## config.mk

```make
export PLATFORM = sky130hd
export DESIGN_NAME = slice_ctrl
export DESIGN_NICKNAME = d
export VERILOG_FILES = /design/src/rtl/slice_pkg.sv /design/src/rtl/slice_budget.sv /design/src/rtl/slice_odometer.sv /design/src/rtl/slice_rep_track.sv /design/src/rtl/slice_ctrl.sv
export SDC_FILE = /design/constraint.sdc
export NUM_CORES = 1
export LEC_CHECK = 0
export ABC_CLOCK_PERIOD_IN_PS = 4600
export CAP_MARGIN = 20
export CORE_ASPECT_RATIO = 1.4
export CORE_MARGIN = 5
export CORE_UTILIZATION = 52
export CTS_CLUSTER_SIZE = 28
export DETAILED_ROUTE_END_ITERATION = 10
export MAX_ROUTING_LAYER = met4
export PLACE_DENSITY = 0.93
export SLEW_MARGIN = 20
export SYNTH_ARGS = -nofsm -noshare
export SYNTH_HDL_FRONTEND = slang
export SYNTH_SLANG_ARGS = --single-unit
```

## constraint.sdc

```tcl
create_clock -name clk_i -period 4.6 [get_ports clk_i]
set_input_delay 0.92 -clock clk_i [delete_from_list [all_inputs] [get_ports clk_i]]
set_output_delay 0.92 -clock clk_i [all_outputs]
set_load 0.05 [all_outputs]
```

## src/rtl/slice_pkg.sv

```systemverilog
package slice_pkg;
   // Default geometry for the slice controller family.
   localparam int unsigned DEF_REM_W  = 32;  // signed remaining budget
   localparam int unsigned DEF_CYC_W  = 5;   // longest instruction is 24 cycles
   localparam int unsigned DEF_ELAP_W = 32;  // odometer width

   // Overflow policy for the elapsed odometer.
   typedef enum logic [0:0] {
      ODO_WRAP     = 1'b0,
      ODO_SATURATE = 1'b1
   } odo_mode_e;
endpackage

```

## src/rtl/slice_budget.sv

```systemverilog
module slice_budget #(
   parameter int unsigned REM_W = slice_pkg::DEF_REM_W,
   parameter int unsigned CYC_W = slice_pkg::DEF_CYC_W,
   localparam int unsigned BUD_W = REM_W - 1
) (
   input  logic                    clk_i,
   input  logic                    rst_ni,
   input  logic                    start_i,
   input  logic [BUD_W-1:0]        budget_i,
   input  logic                    release_i,
   input  logic                    retire_i,
   input  logic [CYC_W-1:0]        retire_cyc_i,
   input  logic                    retire_ei_i,
   input  logic                    irq_i,
   input  logic [CYC_W-1:0]        irq_cyc_i,
   output logic                    run_o,
   output logic                    stop_o,
   output logic signed [REM_W-1:0] remaining_o
);
   localparam int unsigned PAD_W = REM_W - CYC_W;

   initial begin
      assert (REM_W > CYC_W + 1) else $error("slice_budget: REM_W too narrow for CYC_W");
   end

   logic signed [REM_W-1:0] rem_q, rem_dec;
   logic signed [REM_W-1:0] ret_cost, irq_cost;
   logic                    run_q, stop_q;
   logic                    overrun;

   assign ret_cost = retire_i ? $signed({{PAD_W{1'b0}}, retire_cyc_i}) : '0;
   assign irq_cost = irq_i    ? $signed({{PAD_W{1'b0}}, irq_cyc_i})    : '0;
   assign rem_dec  = rem_q - ret_cost - irq_cost;
   // Only an ordinary retire may end a slice; the EI grace lets one more run.
   assign overrun  = retire_i && !retire_ei_i && rem_dec[REM_W-1];

   always_ff @(posedge clk_i or negedge rst_ni) begin
      if (!rst_ni) begin
         rem_q  <= '0;
         run_q  <= 1'b0;
         stop_q <= 1'b0;
      end else if (start_i) begin
         rem_q  <= $signed({1'b0, budget_i});
         run_q  <= 1'b1;
         stop_q <= 1'b0;
      end else if (release_i) begin
         rem_q <= '0;
         if (run_q) begin
            run_q  <= 1'b0;
            stop_q <= 1'b1;
         end
      end else if (run_q) begin
         rem_q <= rem_dec;
         if (overrun) begin
            run_q  <= 1'b0;
            stop_q <= 1'b1;
         end
      end
   end

   assign run_o       = run_q;
   assign stop_o      = stop_q;
   assign remaining_o = rem_q;

   p_run_stop_excl_r4: assert property (@(posedge clk_i) disable iff (!rst_ni)
      !(run_q && stop_q));
   p_stop_hold_r4: assert property (@(posedge clk_i) disable iff (!rst_ni)
      (stop_q && !start_i) |=> stop_q);
   p_start_loads_r2: assert property (@(posedge clk_i) disable iff (!rst_ni)
      start_i |=> (run_q && !stop_q && rem_q == $signed({1'b0, $past(budget_i)})));
   p_release_r6: assert property (@(posedge clk_i) disable iff (!rst_ni)
      (release_i && !start_i) |=> (!run_q && rem_q == 0));
   p_ei_grace_r5: assert property (@(posedge clk_i) disable iff (!rst_ni)
      (run_q && retire_i && retire_ei_i && !release_i) |=> run_q);
   p_idle_frozen_r7: assert property (@(posedge clk_i) disable iff (!rst_ni)
      (!run_q && !start_i && !release_i) |=> ($stable(rem_q) && !run_q));
endmodule

```

## src/rtl/slice_odometer.sv

```systemverilog
module slice_odometer #(
   parameter int unsigned        CYC_W  = slice_pkg::DEF_CYC_W,
   parameter int unsigned        ELAP_W = slice_pkg::DEF_ELAP_W,
   parameter slice_pkg::odo_mode_e MODE = slice_pkg::ODO_WRAP
) (
   input  logic              clk_i,
   input  logic              rst_ni,
   input  logic              retire_i,
   input  logic [CYC_W-1:0]  retire_cyc_i,
   input  logic              irq_i,
   input  logic [CYC_W-1:0]  irq_cyc_i,
   input  logic              rd_i,
   input  logic              rd_clr_i,
   output logic [ELAP_W-1:0] elapsed_o,
   output logic [ELAP_W-1:0] rd_data_o
);
   localparam int unsigned PAD_W = ELAP_W - CYC_W;

   initial begin
      assert (ELAP_W > CYC_W + 1) else $error("slice_odometer: ELAP_W too narrow");
   end

   logic [ELAP_W-1:0] elap_q, rd_q, add, sum;

   assign add = (retire_i ? {{PAD_W{1'b0}}, retire_cyc_i} : '0)
              + (irq_i    ? {{PAD_W{1'b0}}, irq_cyc_i}    : '0);

   generate
      if (MODE == slice_pkg::ODO_SATURATE) begin : g_sat
         logic [ELAP_W:0] wide;
         assign wide = {1'b0, elap_q} + {1'b0, add};
         assign sum  = wide[ELAP_W] ? {ELAP_W{1'b1}} : wide[ELAP_W-1:0];
      end else begin : g_wrap
         assign sum = elap_q + add;
      end
   endgenerate

   always_ff @(posedge clk_i or negedge rst_ni) begin
      if (!rst_ni) begin
         elap_q <= '0;
         rd_q   <= '0;
      end else begin
         // A clearing read returns this cycle's charges so nothing is lost.
         if (rd_i) rd_q <= sum;
         elap_q <= (rd_i && rd_clr_i) ? '0 : sum;
      end
   end

   assign elapsed_o = elap_q;
   assign rd_data_o = rd_q;

   p_clear_zero_r9: assert property (@(posedge clk_i) disable iff (!rst_ni)
      (rd_i && rd_clr_i) |=> (elap_q == '0));
   p_no_read_hold_r9: assert property (@(posedge clk_i) disable iff (!rst_ni)
      !rd_i |=> $stable(rd_q));
   p_idle_hold_r8: assert property (@(posedge clk_i) disable iff (!rst_ni)
      (!retire_i && !irq_i && !rd_i) |=> $stable(elap_q));
endmodule

```

## src/rtl/slice_rep_track.sv

```systemverilog
module slice_rep_track (
   input  logic clk_i,
   input  logic rst_ni,
   input  logic retire_i,
   input  logic retire_rep_i,
   output logic rep_pending_o
);
   logic pend_q;

   always_ff @(posedge clk_i or negedge rst_ni) begin
      if (!rst_ni)       pend_q <= 1'b0;
      else if (retire_i) pend_q <= retire_rep_i;
   end

   assign rep_pending_o = pend_q;

   p_rep_set_r11: assert property (@(posedge clk_i) disable iff (!rst_ni)
      (retire_i && retire_rep_i) |=> pend_q);
   p_rep_quiet_r11: assert property (@(posedge clk_i) disable iff (!rst_ni)
      !retire_i |=> $stable(pend_q));
endmodule

```

## src/rtl/slice_ctrl.sv

```systemverilog
module slice_ctrl #(
   parameter int unsigned          REM_W  = slice_pkg::DEF_REM_W,
   parameter int unsigned          CYC_W  = slice_pkg::DEF_CYC_W,
   parameter int unsigned          ELAP_W = slice_pkg::DEF_ELAP_W,
   parameter slice_pkg::odo_mode_e ODO    = slice_pkg::ODO_WRAP,
   localparam int unsigned         BUD_W  = REM_W - 1
) (
   input  logic              clk_i,
   input  logic              rst_ni,
   input  logic              start_i,
   input  logic [BUD_W-1:0]  budget_i,
   input  logic              release_i,
   input  logic              retire_i,
   input  logic [CYC_W-1:0]  retire_cyc_i,
   input  logic              retire_ei_i,
   input  logic              retire_rep_i,
   input  logic              irq_i,
   input  logic [CYC_W-1:0]  irq_cyc_i,
   input  logic              rd_i,
   input  logic              rd_clr_i,
   output logic              run_o,
   output logic              stop_o,
   output logic [REM_W-1:0]  remaining_o,
   output logic [ELAP_W-1:0] elapsed_o,
   output logic [ELAP_W-1:0] rd_data_o,
   output logic              rep_pending_o
);
   logic signed [REM_W-1:0] rem_s;

   slice_budget #(.REM_W(REM_W), .CYC_W(CYC_W)) u_budget (
      .clk_i        (clk_i),
      .rst_ni       (rst_ni),
      .start_i      (start_i),
      .budget_i     (budget_i),
      .release_i    (release_i),
      .retire_i     (retire_i),
      .retire_cyc_i (retire_cyc_i),
      .retire_ei_i  (retire_ei_i),
      .irq_i        (irq_i),
      .irq_cyc_i    (irq_cyc_i),
      .run_o        (run_o),
      .stop_o       (stop_o),
      .remaining_o  (rem_s)
   );

   assign remaining_o = rem_s;

   slice_odometer #(.CYC_W(CYC_W), .ELAP_W(ELAP_W), .MODE(ODO)) u_odo (
      .clk_i        (clk_i),
      .rst_ni       (rst_ni),
      .retire_i     (retire_i),
      .retire_cyc_i (retire_cyc_i),
      .irq_i        (irq_i),
      .irq_cyc_i    (irq_cyc_i),
      .rd_i         (rd_i),
      .rd_clr_i     (rd_clr_i),
      .elapsed_o    (elapsed_o),
      .rd_data_o    (rd_data_o)
   );

   slice_rep_track u_rep (
      .clk_i         (clk_i),
      .rst_ni        (rst_ni),
      .retire_i      (retire_i),
      .retire_rep_i  (retire_rep_i),
      .rep_pending_o (rep_pending_o)
   );
endmodule

```

Yosys cells after proc, flatten, opt, wreduce, memory -nomap -nowiden
Cells that the tools add are included.
{"block": "totals", "regBits": 99, "in_bits": 51, "output_inout_bits": 99, "elab_cells": 33}
{"block": "op_classes", "addsub": 4, "mux": 15, "reduce_logical": 8}
{"op": "two-way mux 32 bit", "n": 4}
{"op": "adder 32 bit", "n": 2}
{"op": "subtractor 32 bit", "n": 2}
{"op": "two-way mux 5 bit", "n": 2}
{"op": "two-way mux 1 bit", "n": 9}
{"op": "nonzero test 3 bit", "n": 2}
{"op": "logical AND 1 bit", "n": 3}
{"op": "AND reduction 2 bit", "n": 1}
{"op": "nonzero test 2 bit", "n": 1}
{"op": "zero test 1 bit", "n": 1}

Longest topological paths before layout
{"block": "depth", "word_depth": 8, "mapped_depth": 12, "depth_no_buf": 12}

Hierarchy
Synthesis repeated with hierarchy kept, for this count alone.
{"block": "unflattened", "cells_unflattened": 570, "area_unflattened_um2": 5610.4}
{"module": "slice_odometer", "n_inst": 1, "cells_per_inst": 295, "area_each_um2": 3126.7, "seq_area_each_um2": 1601.5}
{"module": "slice_budget", "n_inst": 1, "cells_per_inst": 273, "area_each_um2": 2443.6, "seq_area_each_um2": 850.8}
{"module": "slice_rep_track", "n_inst": 1, "cells_per_inst": 2, "area_each_um2": 40.0, "seq_area_each_um2": 25.0}

Least setup slack after synthesis
OpenSTA, ideal clock, no wires.
{"block": "synth_timing", "path_kind": "in2reg", "from": "input irq_cyc_i[1]", "to": "register u_odo.rd_q[31] (netlist: u_odo.rd_data_o[31])", "setup_time_ns": 0.137, "arrival_ns": 3.318, "required_ns": 4.463, "setup_slack_ns": 1.145, "path_stages": 11, "path_buffers": 0, "cell_sequence": "and2_1 > fa_1 > ha_1 > inv_1 > fa_1 > nor2b_1 > o2111ai_1 > a2111o_1 > nor2_1 > xnor2_1 > a21oi_1"}
{"block": "synth_between", "elab_chain_cells": 3}
{"element": "start: declaration", "line_no": "slice_ctrl.sv:18", "rtl": "input logic [CYC_W-1:0] irq_cyc_i,"}
{"element": "two-way mux 5 bit", "line_no": "slice_odometer.sv:26", "rtl": "+ (irq_i ? {{PAD_W{1'b0}}, irq_cyc_i} : '0);"}
{"element": "adder 32 bit", "line_no": "slice_odometer.sv:26"}
{"element": "adder 32 bit", "line_no": "slice_odometer.sv:34", "rtl": "assign sum = elap_q + add;"}
{"element": "end signal: assignment", "line_no": "slice_odometer.sv:44", "rtl": "if (rd_i) rd_q <= sum;"}
{"element": "end: declaration", "line_no": "slice_odometer.sv:23", "rtl": "logic [ELAP_W-1:0] elap_q, rd_q, add, sum;"}
No other way between the ends.
A chain may end at the register's enable or synchronous reset.

Worst setup path after layout
{"block": "layout_timing", "from": "input retire_i", "to": "register u_budget.rem_q[25] (netlist: u_budget.remaining_o[25])"}
{"block": "layout_between", "elab_chain_cells": 6}
{"element": "start: declaration", "line_no": "slice_ctrl.sv:13", "rtl": "input logic retire_i,"}
{"element": "two-way mux 5 bit", "line_no": "slice_budget.sv:31", "rtl": "assign ret_cost = retire_i ? $signed({{PAD_W{1'b0}}, retire_cyc_i}) : '0;"}
{"element": "subtractor 32 bit (2 in series)", "line_no": "slice_budget.sv:33", "rtl": "assign rem_dec = rem_q - ret_cost - irq_cost;"}
{"element": "two-way mux 32 bit", "line_no": "slice_budget.sv:52", "rtl": "end else if (run_q) begin"}
{"element": "two-way mux 32 bit", "line_no": "slice_budget.sv:46", "rtl": "end else if (release_i) begin"}
{"element": "two-way mux 32 bit", "line_no": "slice_budget.sv:42", "rtl": "end else if (start_i) begin"}
{"element": "end signal: assignment", "line_no": "slice_budget.sv:43", "rtl": "rem_q <= $signed({1'b0, budget_i});"}
{"element": "end signal: assignment", "line_no": "slice_budget.sv:53", "rtl": "rem_q <= rem_dec;"}
{"element": "end: declaration", "line_no": "slice_budget.sv:26", "rtl": "logic signed [REM_W-1:0] rem_q, rem_dec;"}
No other way between the ends. The select of a mux whose other input is x is not followed.

==> results.txt <==
----------------------------------------------------
[Die]
  Initial core utilization ... 52.8%
  Core Area ... about 9800 µm²
  Vertical extent of the die ... 128 µm
  Number of primary I/O pins ... 150
  Die width ... 94.5 µm
  Std cell rows ... 43
  Full die area ... 12,100 µm²

[Clock network]
  Number of buffers added to fix hold violations after cts ... 0
  Reg clk slew, reported paths ... 70 ps
  PostCTS Resize Cnt ... 0
  Insertion delay of the later-clocked pin in the worst-skew pair ... 340 ps
  CTS tree ... yes
  Number of post-CTS setup repair buffers ... 0
  CTS Buf Count ... 9
  CTS Root Buffer Type ... clkbuf_16
  Max H-tree Level ... 3
  Clock sink total ... 99
  Number of buffers on the longest clock path ... 2

[Cells and area]
  Post-layout net count ... 763
  Most frequent cells in the layout ... 147 x clkdlybuf4s50_1, 99 x dfrtp_1, 75 x nor2_1
  Combined area of the multi-input logic cells ... 2550 µm²
  Share of the core filled with cells ... a little over 70%
  Synthesis-to-finish area growth ... 36.3%
  Footprint of the flip-flops and latches ... around 2500 µm²
  Count of filler cells inserted in the layout ... 683
  Number of antenna cells inserted ... 0
  Leading cell type in the layout, fill and taps excluded ... clkdlybuf4s50_1
  Layout cells sized above 1 ... about 4.9%
  Total non-filler cell area in the finished layout ... 7090 µm²

[Worst setup path]
  Cell depth of the worst flop-to-flop path ... 8
  Launching element type of the critical path ... input port
  Crit path max-delay cell type ... clkdlybuf4s50_1
  Required time at the endpoint of the critical path ... 4800 ps
  Worst setup EP type ... register
  Highest fanout seen on the critical path ... 11
  Kind of critical path ... input port to register
  Cell type group with the largest total delay on the critical path ... simple AND/OR/NAND/NOR gates
  Worst setup path end ... u_budget.remaining_o[25]
  R2R Setup Slk ... 1430 ps
  CP Cell Sequence ... clkdlybuf4s50_1 > nand2_1 > fa_1 > ha_1 > a21o_1 > a211o_1 > or3_1 > nor4_1 > xnor2_1 > o21ai_0
  Arrival time reported for the critical path endpoint ... 4240 ps
  Crit Reg-Reg Endpoint ... u_budget.remaining_o[25]
  Path length in cells of the critical path ... 10
  Critical path buffers and inverters ... 1
  R2r startpoint ... u_budget.remaining_o[4]
  Critical Path Source ... retire_i
  Critical Path Max Stage Delay ... about 620 ps

[Yosys]
  YS warnings ... 0
  Synth Cell Area ... 5200 µm²
  Sequential cell area fraction in the yosys report ... 47.6%
  Number of enable-type register cells in the synthesized netlist ... 0
  Post-synthesis cell type count ... 50
  Per-instance average area after synthesis ... 9.58 µm²
  Async S/R FF share, synth ... 100%
  Net count after synthesis ... 619
  Cell count after synthesis ... 543
  Number of flip-flops and latches in the synthesized netlist ... 99
  Primary flip-flop cell chosen by synthesis mapping ... dfrtp_1

[GRT]
  Met1 usage ... 28.0%
  Global-route usage over all layers ... 25.3%
  Initial antenna violation count ... 0
  Total grt overflow ... 0
  Global Route met3 Usage ... under 10%
  Number of global-route vias before repair ... 4,775
  Busiest layer in global routing ... met2
  Global routing usage on met2 ... between 40% and 50%
  Wire length of the first global-routing pass ... 23,400 µm
  Maximum number of pins on one net before global-route repair ... 63

[Job]
  Count of max-cap constraint violations ... 0

[Timing]
  Final Worst Setup Slack ... 560 ps
  Actual transition at the worst max-transition pin ... 839 ps
  Fin crit share ... 87.8%
  Final number of hold-violating endpoints ... 0
  Final-report max-slew violation count ... 0
  Worst rel slew slack ... 43.7%
  TNS Setup ... 0 ps
  Highest achievable clock rate ... 0.248 GHz
  Clock period minus final worst setup slack ... 4040 ps
  Largest clock skew in the final design ... ~7.1 ps
  Setup violators final ... 0
  Setup repair after global routing missed its margin ... no

[Place]
  Post-Place Worst Slack ... 272 ps
  Buffers on Ports ... 149
  Placement-stage cell area ... 6800 µm²
  Routability-driven placement congestion ratio ... 0.925
  HPWL after DPL ... 10,800 µm

[Power and ir drop]
  Worst vdd rail ir drop ... 0.000283 V
  Power density over the cells ... 429 nW/µm²
  Leakage power ... about 3.0 nW
  Final Total Pwr ... about 3.0 mW

[Run status]
  Run status ... complete, no violations

[Route]
  Average wire per cell in the routed design ... 17.4 µm
  Starting DRT DRC Count ... about 130
  DRT Pass-1 Iters ... 4
  Final antenna-violating net count ... 0
  Wirelength, routed ... 14,400 µm
  Via density per instance ... 5.48
  Remaining DRCs ... 0
  Via count ... roughly 4,500

[Min path]
  Type of the worst min-delay path ... register to register

----------------------------------------------------
synth_stat cells, types with 3 or more instances:
cell type  instances  share of area [%]
a21o_1             4               0.58
a21oi_1           34                3.3
and2_1             4               0.48
and3_1             3               0.36
and4_1             3               0.51
buf_2              3               0.29
clkbuf_1          16                1.2
dfrtp_1           99                 48
fa_1              11                4.2
ha_1              14                3.4
inv_1             23                1.7
mux2_2             3               0.65
mux2i_1            5               0.96
nand2_1           55                4.0
nand2b_1           5               0.60
nand3_1           13                1.3
nand4_1            5               0.60
nor2_1            75                5.4
nor2b_1            6               0.72
nor3_1            19                1.8
nor4_1            10                1.2
o21a_1             4               0.58
o21ai_0           34                3.3
o31a_1             3               0.51
or3_1              9                1.1
xnor2_1           38                6.4
xor2_1            17                2.9
layer usage:
metal | share of wire [%] | vias up
met1 | 38 | 2217
met3 | 6.1 | 24
met4 | 1.9 | 0
li1 | - | 2130
met2 | 54 | 162
met5 | 0 | -
registers in the layout, summed over array words and instances, names as in the netlist:
signal                flops
u_budget.stop_o           1
u_odo.rd_data_o          32
u_budget.run_o            1
u_budget.remaining_o     32
u_odo.elapsed_o          32
u_rep.rep_pending_o       1
logic make-up after synthesis:
family	Yosys count	share of synthesized area (%)
simple gates	218	20.1
mux	8	1.61
buf+inv	44	3.25
compound gates	94	10.5
xor+xnor	55	9.26
fa+ha+maj	25	7.60
flops	99	47.6
layout make-up:
class	count	share of cell area (%)
multi-input cells	400	36.0
flip-flops and latches	99	34.9
repair buffers	153	21.4
clock buffers	9	3.18
well taps	135	2.38
inverters	24	1.27
clock inverters	7	0.830
metrics by stage:
stage | cells | hold WS (ps)
detailed placement | 811 | 502
finish | 827 | 513
global placement | 811 | 498
CTS | 827 | 519
global route | 827 | 543
floorplan | 543 | 624
power by group:
part           total [mW]  internal (mW)  switching [mW]
registers            1.09          0.981           0.110
logic                1.23          0.447           0.781
clock network       0.720          0.375           0.345
worst reg2reg max path: stages (launching register included):
cell	delay, ps
dfrtp_1	430
fa_1	490
ha_1	380
a21o_1	190
a211o_1	310
or3_1	510
nor4_1	430
xnor2_1	200
o21ai_0	100
worst min path at each step:
| stage | start | cells past startpoint | slack [ps] | endpoint |
|---|---|---|---|---|
| finish | u_odo.rd_data_o[6] | 1 | 510 | u_odo.rd_data_o[6] |
| global placement | u_odo.rd_data_o[1] | 1 | 500 | u_odo.rd_data_o[1] |
| floorplan | rst_ni | 0 | 620 | u_budget.remaining_o[0] |
| CTS | u_odo.rd_data_o[6] | 1 | 520 | u_odo.rd_data_o[6] |
| detailed placement | u_odo.rd_data_o[6] | 1 | 500 | u_odo.rd_data_o[6] |
| global route | u_odo.rd_data_o[1] | 1 | 540 | u_odo.rd_data_o[1] |
(Power assumes the default switching activity.)
